## src/rtl/tlb_pkg.sv

```systemverilog
package tlb_pkg;
  localparam int VA_W      = 32;
  localparam int PG_OFS_W  = 12;
  localparam int PERM_W    = 2;
  localparam int PERM_LOAD = 0;
  localparam int PERM_STOR = 1;

  typedef enum logic [1:0] {
    OUT_NONE  = 2'd0,
    OUT_MISS  = 2'd1,
    OUT_FAULT = 2'd2,
    OUT_XLATE = 2'd3
  } lookup_kind_e;

  function automatic logic access_ok(input logic [PERM_W-1:0] perm,
                                     input logic is_store);
    return is_store ? perm[PERM_STOR] : perm[PERM_LOAD];
  endfunction
endpackage

```

## src/rtl/tlb_lfsr.sv

```systemverilog
module tlb_lfsr #(
  parameter int W     = 8,
  parameter int OUT_W = 4,
  parameter logic [W-1:0] TAPS = 8'hB8,
  parameter logic [W-1:0] SEED = 8'h01
) (
  input  logic             clk,
  input  logic             rst,
  output logic [OUT_W-1:0] rnd
);
  logic [W-1:0] state_q;
  logic [W-1:0] state_d;

  always_comb begin
    state_d = state_q >> 1;
    if (state_q[0]) state_d = state_d ^ TAPS;
  end

  always_ff @(posedge clk) begin
    if (rst) state_q <= SEED;
    else     state_q <= state_d;
  end

  assign rnd = state_q[OUT_W-1:0];

  // the replacement source must never lock up at the all-zero state
  a_r9_lfsr_alive: assert property (@(posedge clk) disable iff (rst)
    state_q != '0);
endmodule

```

## src/rtl/tlb_match.sv

```systemverilog
module tlb_match #(
  parameter int N      = 16,
  parameter int VPN_W  = 20,
  parameter int ASID_W = 8
) (
  input  logic [N-1:0]             valid,
  input  logic [N-1:0][VPN_W-1:0]  tag_vpn,
  input  logic [N-1:0][ASID_W-1:0] tag_asid,
  input  logic [VPN_W-1:0]         key_vpn,
  input  logic [ASID_W-1:0]        key_asid,
  output logic [N-1:0]             hit_vec
);
  for (genvar g = 0; g < N; g++) begin : g_cmp
    assign hit_vec[g] = valid[g] && (tag_vpn[g] == key_vpn)
                        && (tag_asid[g] == key_asid);
  end
endmodule

```

## src/rtl/tlb_victim.sv

```systemverilog
module tlb_victim #(
  parameter int N     = 16,
  parameter int IDX_W = 4
) (
  input  logic             clk,
  input  logic             rst,
  input  logic             fill_en,
  input  logic [N-1:0]     valid,
  input  logic [N-1:0]     same_tag,
  input  logic [IDX_W-1:0] rnd,
  output logic [IDX_W-1:0] slot
);
  logic             free_found;
  logic [IDX_W-1:0] free_idx;
  logic [IDX_W-1:0] same_idx;

  always_comb begin
    free_found = 1'b0;
    free_idx   = '0;
    same_idx   = '0;
    for (int i = N - 1; i >= 0; i--) begin
      if (!valid[i]) begin
        free_found = 1'b1;
        free_idx   = IDX_W'(i);
      end
      if (same_tag[i]) same_idx = IDX_W'(i);
    end
    if (|same_tag)       slot = same_idx;
    else if (free_found) slot = free_idx;
    else                 slot = rnd;
  end

  // while room remains, a new tag never lands on a live entry
  a_r7_free_first: assert property (@(posedge clk) disable iff (rst)
    (fill_en && !(|same_tag) && !(&valid)) |-> !valid[slot]);
  // a repeated tag is written back onto its own entry
  a_r8_reuse_slot: assert property (@(posedge clk) disable iff (rst)
    (fill_en && (|same_tag)) |-> same_tag[slot]);
endmodule

```

## src/rtl/tlb_fa.sv

```systemverilog
module tlb_fa
  import tlb_pkg::*;
#(
  parameter int N      = 16,
  parameter int VPN_W  = 20,
  parameter int PFN_W  = 20,
  parameter int ASID_W = 8,
  parameter int LFSR_W = 8
) (
  input  logic                       clk,
  input  logic                       rst,
  input  logic                       lk_valid,
  input  logic [VPN_W+PG_OFS_W-1:0]  lk_vaddr,
  input  logic [ASID_W-1:0]          lk_asid,
  input  logic                       lk_store,
  input  logic                       fill_en,
  input  logic [VPN_W-1:0]           fill_vpn,
  input  logic [ASID_W-1:0]          fill_asid,
  input  logic [PFN_W-1:0]           fill_pfn,
  input  logic [PERM_W-1:0]          fill_perm,
  input  logic                       flush,
  output logic                       res_valid,
  output logic                       res_miss,
  output logic                       res_fault,
  output logic                       res_pa_valid,
  output logic [PFN_W+PG_OFS_W-1:0]  res_paddr
);
  localparam int IDX_W = (N > 1) ? $clog2(N) : 1;
  localparam int PA_W  = PFN_W + PG_OFS_W;

  logic [N-1:0]             valid_q;
  logic [N-1:0][VPN_W-1:0]  vpn_q;
  logic [N-1:0][ASID_W-1:0] asid_q;
  logic [N-1:0][PFN_W-1:0]  pfn_q;
  logic [N-1:0][PERM_W-1:0] perm_q;

  logic [N-1:0]     lk_hit;
  logic [N-1:0]     fill_hit;
  logic [IDX_W-1:0] rnd_idx;
  logic [IDX_W-1:0] wr_slot;

  logic [VPN_W-1:0]  lk_vpn;
  logic [PFN_W-1:0]  sel_pfn;
  logic [PERM_W-1:0] sel_perm;
  lookup_kind_e      kind;

  assign lk_vpn = lk_vaddr[VPN_W+PG_OFS_W-1:PG_OFS_W];

  tlb_match #(.N(N), .VPN_W(VPN_W), .ASID_W(ASID_W)) u_lk_cam (
    .valid(valid_q), .tag_vpn(vpn_q), .tag_asid(asid_q),
    .key_vpn(lk_vpn), .key_asid(lk_asid), .hit_vec(lk_hit)
  );

  tlb_match #(.N(N), .VPN_W(VPN_W), .ASID_W(ASID_W)) u_fill_cam (
    .valid(valid_q), .tag_vpn(vpn_q), .tag_asid(asid_q),
    .key_vpn(fill_vpn), .key_asid(fill_asid), .hit_vec(fill_hit)
  );

  tlb_lfsr #(.W(LFSR_W), .OUT_W(IDX_W)) u_rnd (
    .clk(clk), .rst(rst), .rnd(rnd_idx)
  );

  tlb_victim #(.N(N), .IDX_W(IDX_W)) u_victim (
    .clk(clk), .rst(rst), .fill_en(fill_en && !flush),
    .valid(valid_q), .same_tag(fill_hit), .rnd(rnd_idx), .slot(wr_slot)
  );

  // one-hot read of the matching entry
  always_comb begin
    sel_pfn  = '0;
    sel_perm = '0;
    for (int i = 0; i < N; i++) begin
      if (lk_hit[i]) begin
        sel_pfn  = sel_pfn  | pfn_q[i];
        sel_perm = sel_perm | perm_q[i];
      end
    end
    if (!lk_valid)                        kind = OUT_NONE;
    else if (!(|lk_hit))                  kind = OUT_MISS;
    else if (!access_ok(sel_perm, lk_store)) kind = OUT_FAULT;
    else                                  kind = OUT_XLATE;
  end

  // valid bits: reset and flush clear every entry at once
  always_ff @(posedge clk) begin
    if (rst || flush) valid_q <= '0;
    else if (fill_en) valid_q[wr_slot] <= 1'b1;
  end

  // entry payload without reset, written one slot per cycle
  always_ff @(posedge clk) begin
    if (fill_en && !flush && !rst) begin
      vpn_q[wr_slot]  <= fill_vpn;
      asid_q[wr_slot] <= fill_asid;
      pfn_q[wr_slot]  <= fill_pfn;
      perm_q[wr_slot] <= fill_perm;
    end
  end

  // registered result stage
  always_ff @(posedge clk) begin
    if (rst) begin
      res_valid    <= 1'b0;
      res_miss     <= 1'b0;
      res_fault    <= 1'b0;
      res_pa_valid <= 1'b0;
      res_paddr    <= '0;
    end else begin
      res_valid    <= lk_valid;
      res_miss     <= (kind == OUT_MISS);
      res_fault    <= (kind == OUT_FAULT);
      res_pa_valid <= (kind == OUT_XLATE);
      res_paddr    <= (kind == OUT_XLATE)
                      ? {sel_pfn, lk_vaddr[PG_OFS_W-1:0]} : PA_W'(0);
    end
  end

  // result strobe follows the request by exactly one cycle
  a_r2_one_cycle: assert property (@(posedge clk) disable iff (rst)
    !$past(rst) |-> (res_valid == $past(lk_valid)));
  // with a strobe, exactly one outcome flag
  a_r2_one_outcome: assert property (@(posedge clk) disable iff (rst)
    res_valid |-> ($countones({res_miss, res_fault, res_pa_valid}) == 1));
  // no outcome flags without a strobe
  a_r2_quiet_idle: assert property (@(posedge clk) disable iff (rst)
    !res_valid |-> !(res_miss || res_fault || res_pa_valid));
  // the page offset passes through untouched
  a_r3_offset_pass: assert property (@(posedge clk) disable iff (rst)
    res_pa_valid |-> (res_paddr[PG_OFS_W-1:0] == $past(lk_vaddr[PG_OFS_W-1:0])));
  // no address is returned on a miss or a fault
  a_r5_no_addr_bad: assert property (@(posedge clk) disable iff (rst)
    (res_miss || res_fault) |-> (res_paddr == '0));
  // a tag never lives in two entries
  a_r8_no_dup_tag: assert property (@(posedge clk) disable iff (rst)
    $onehot0(lk_hit));
  // a flush leaves no valid entry behind
  a_r10_flush_all: assert property (@(posedge clk) disable iff (rst)
    (!$past(rst) && $past(flush)) |-> (valid_q == '0));
endmodule

```

## config.mk

```make
export PLATFORM = sky130hd
export DESIGN_NAME = tlb_fa
export DESIGN_NICKNAME = d
export VERILOG_FILES = /design/src/rtl/tlb_pkg.sv /design/src/rtl/tlb_lfsr.sv /design/src/rtl/tlb_match.sv /design/src/rtl/tlb_victim.sv /design/src/rtl/tlb_fa.sv
export SDC_FILE = /design/constraint.sdc
export NUM_CORES = 2
export LEC_CHECK = 0
export ABC_AREA = 1
export ABC_CLOCK_PERIOD_IN_PS = 11600
export CAP_MARGIN = 15
export CORE_UTILIZATION = 50
export DETAILED_ROUTE_END_ITERATION = 8
export GPL_TIMING_DRIVEN = 0
export PLACE_DENSITY_LB_ADDON = 0.25
export SLEW_MARGIN = 20
export SYNTH_ARGS = -nofsm -noshare
export SYNTH_HDL_FRONTEND = slang
export SYNTH_SLANG_ARGS = --single-unit
```

## constraint.sdc

```tcl
create_clock -name clk -period 11.6 [get_ports clk]
set_input_delay 2.32 -clock clk [delete_from_list [all_inputs] [get_ports clk]]
set_output_delay 2.32 -clock clk [all_outputs]
set_load 0.02 [all_outputs]
```

==> flow_summary_export.csv <==
group,metric,value,unit
route,drt_pre_antenna_iters,9,
global_route,gr-usage-met3,24.7,%
global_route,grt_util_met2,67.7,%
worst_setup_path,critPathMaxStageDelay,0.93,ns
clock_network,cts_hold_buf,0,
global_route,track_usage,51.6,%
worst_setup_path,path_cells,"buf_2, buf_16, buf_2, clkinv_1, nand2_1, o21ai_0, nor4_1, nand3_1, nor3_1, nor2_1, nand3_1, inv_1, nor2_1, nand4_1, inv_4, buf_12",
global_route,grt_overflow,0,
route,wl,216,mm
layout,fin_area,47200,sq um
clock_network,cts_buffers,94,
route,via_count,37800,
floorplanning,rows,104,
clock_network,root_buffer,"clkbuf_16",
layout,regArea,25200,sq um
logic_synthesis,synth_compound_area_share,11.3,%
layout,fin_nets,4168,
logic_synthesis,synth_top_family_by_area,"simple AND/OR/NAND/NOR gates",
logic_synthesis,syn_inst,3815,
global_route,busiest_layer,"met2",
global_route,grt_max_degree,44,
clock_network,cts_buffer_depth,3,
worst_setup_path,crit_type,"in2reg",
layout,area_growth,16.2,%
logic_synthesis,synthAdderAreaFrac,0,%
sta,min_period,7.29,ns
sta,fmax,0.137,GHz
route,detail_route.wl_per_cell,41.1,um
clock_network,ctsHtreeMaxLevel,3,
sta,slew_viol_final,0,
status,status,"finished, violations left",
clock_network,clk_latency,0.69,ns
worst_setup_path,start_kind,"input port",
clock_network,cts_resized,0,
logic_synthesis,syn_area_per_cell,10.6,sq um
logic_synthesis,synth.distinct_cells,52,
logic_synthesis,ys_ff_latch,860,
pwr,worst_ir_drop_vdd,0.133,mV
floorplanning,io_pins,132,
sta,fin_skew,0.0468,ns
global_route,grt_pass1_wl,283,mm
worst_hold_path,min_path_type,"reg2reg",
layout,multi_input_area,12500,sq um
worst_setup_path,crit_required,11.96,ns
clock_network,postCtsSetupRepairBufs,0,
worst_setup_path,cp_slowest_cell,"clkinv_1",
sta,rsz0062_at_grt,"false",
logic_synthesis,synth-simple-area-share,14.7,%
sta,setup_viol,0,
route,dr.first_iter.drc_count,8492,
worst_setup_path,crit_fanout,28,
route,drcViolationCount,2,
floorplanning,die_h,287,um
sta,tightest_slew,1.36,ns
clock_network,path_clk_slew,0.06,ns
sta,hold_violations,0,
pwr,power.density,150,nW/um^2
placed_design,portBuffers,115,
layout,fillers,6751,
sta,relSlewSlack,9.06,%
layout,layout_common_cells,"edfxtp_1 (800), nand2_1 (582), inv_1 (455)",
logic_synthesis,synth_warnings,0,
logic_synthesis,synthesis.nets,3911,
logic_synthesis,synth_top_area_share,59.2,%
logic_synthesis,yosysTopAreaCell,"edfxtp_1",
layout,mostFrequentLayoutCell,"edfxtp_1",
logic_synthesis,syn_area,40600,sq um
worst_setup_path,arrival,7.66,ns
sta,setup_tns,0,ns
logic_synthesis,synth_xor_area_share,4.77,%
placed_design,dp_hpwl,140,mm
clock_network,tritoncts,"done",
logic_synthesis,ys_seq_area_share,62.1,%
placed_design,gp_congestion,1.10,
floorplanning,core_area,80400,sq um
layout,fin_util,58.7,%
job,maxCapViolations,0,
logic_synthesis,muxShareOfSynthArea,0,%
worst_setup_path,cp-end-kind,"flop",
worst_setup_path,path_buf_inv,7,
global_route,antenna_found_initial,29,
pwr,leakagePower,0.0172,uW
layout,drive_above_1_share,11.3,%
global_route,first_global_vias,33400,
global_route,grt_use_met1,67.6,%
floorplanning,initial_core_util,50.5,%
sta,fin_crit_sh,62.9,%
placed_design,postPlaceCellArea,44100,sq um
logic_synthesis,synth.area.top_cells,"edfxtp_1 (59%), nand2_1 (5.4%), o22ai_1 (5.3%)",
route,viasPerCell,7.21,
worst_setup_path,cp_top_family,"buffers and inverters",
floorplanning,die-area,82300,sq um
status,violations,"DRC",
route,drtAntennaViolNets,0,
floorplanning,fp.dieW,287,um
clock_network,cts.sinks,860,
cells in the mapped netlist (all sizes together):
cell / number
edfxtp: 800
nand2: 586
inv: 507
o22ai: 347
nand3: 226
nor2: 225
o21ai: 219
xnor2: 171
buf: 141
nand4: 98
nor4: 91
a221oi: 68
dfxtp: 60
xor2: 50
clkbuf: 44
a21oi: 42
nor3: 32
o2111ai: 21
a211oi: 16
and2: 13
or4: 10
a22o: 8
or2: 7
clkinv: 6
nor4b: 6
a32o: 4
and3: 3
o211ai: 3
o221ai: 2
or3: 2
a21boi: 1
a311oi: 1
a31oi: 1
nand3b: 1
nor3b: 1
o211a: 1
o21bai: 1
power breakdown:
| part | internal [uW] | total (uW) | switching [uW] |
|---|---|---|---|
| Sequential | 3400 | 3400 | 6.72 |
| Clock | 1720 | 3030 | 1320 |
| Combinational | 139 | 640 | 501 |
per-layer routing:
metal	share of wire [%]	vias to the layer above
li1	-	14300
met1	36	18200
met2	38	4205
met3	18	1129
met4	8.2	14
met5	0.15	-
area by class of cell:
type                    instances  area share [%]
clock inverters                51            1.07
inverters                     513            4.17
diodes                         29           0.154
clock buffers                 122            5.34
repair buffers                161            4.38
multi-input cells            2257            26.5
plain buffers                 185            2.08
well taps                    1060            2.81
flip-flops and latches        860            53.5
cell families (layout without fill, tap and decap cells):
kind of cell	Yosys count	after routing
xor+xnor	221	221
simple gates	1301	1301
flops	860	860
compound gates	735	735
other cells	0	29
buf+inv	698	1032
through the flow:
stage          total power (uW)  setup WS, ns  hold slack (ns)  cells
2_1_floorplan              3670          6.10            0.388   3815
3_3_place_gp               4020         0.873            0.391   4990
3_5_place_dp               4030          4.19            0.405   5036
4_1_cts                    6980          4.88            0.415   5209
5_1_grt                    7120          4.42            0.446   5211
6_report                   7080          4.31            0.415   5238
final timing paths:
path                    start               end  slack [ns]  depth (start not counted)
max              fill_vpn[18]        asid_q[71]        4.31                         16
min          u_rnd.state_q[7]  u_rnd.state_q[6]        0.41                          2
max reg2reg       valid_q[15]         pfn_q[21]        7.23                         25
min reg2reg  u_rnd.state_q[7]  u_rnd.state_q[6]        0.41                          2
worst register-to-register path: cells and delay by family, from the launching register on:
family                 cells  cell delay, ns
AND/OR/NAND/NOR           23            2.63
buffers and inverters      2            0.66
flip-flops                 1            0.78
registers in the layout, indices dropped and copies added (netlist names):
name,cells
asid_q,128
perm_q,32
pfn_q,320
res_fault,1
res_miss,1
res_pa_valid,1
res_paddr,32
res_valid,1
u_rnd.state_q,8
valid_q,16
vpn_q,320
Note: power is estimated with default switching activity, not from simulation.
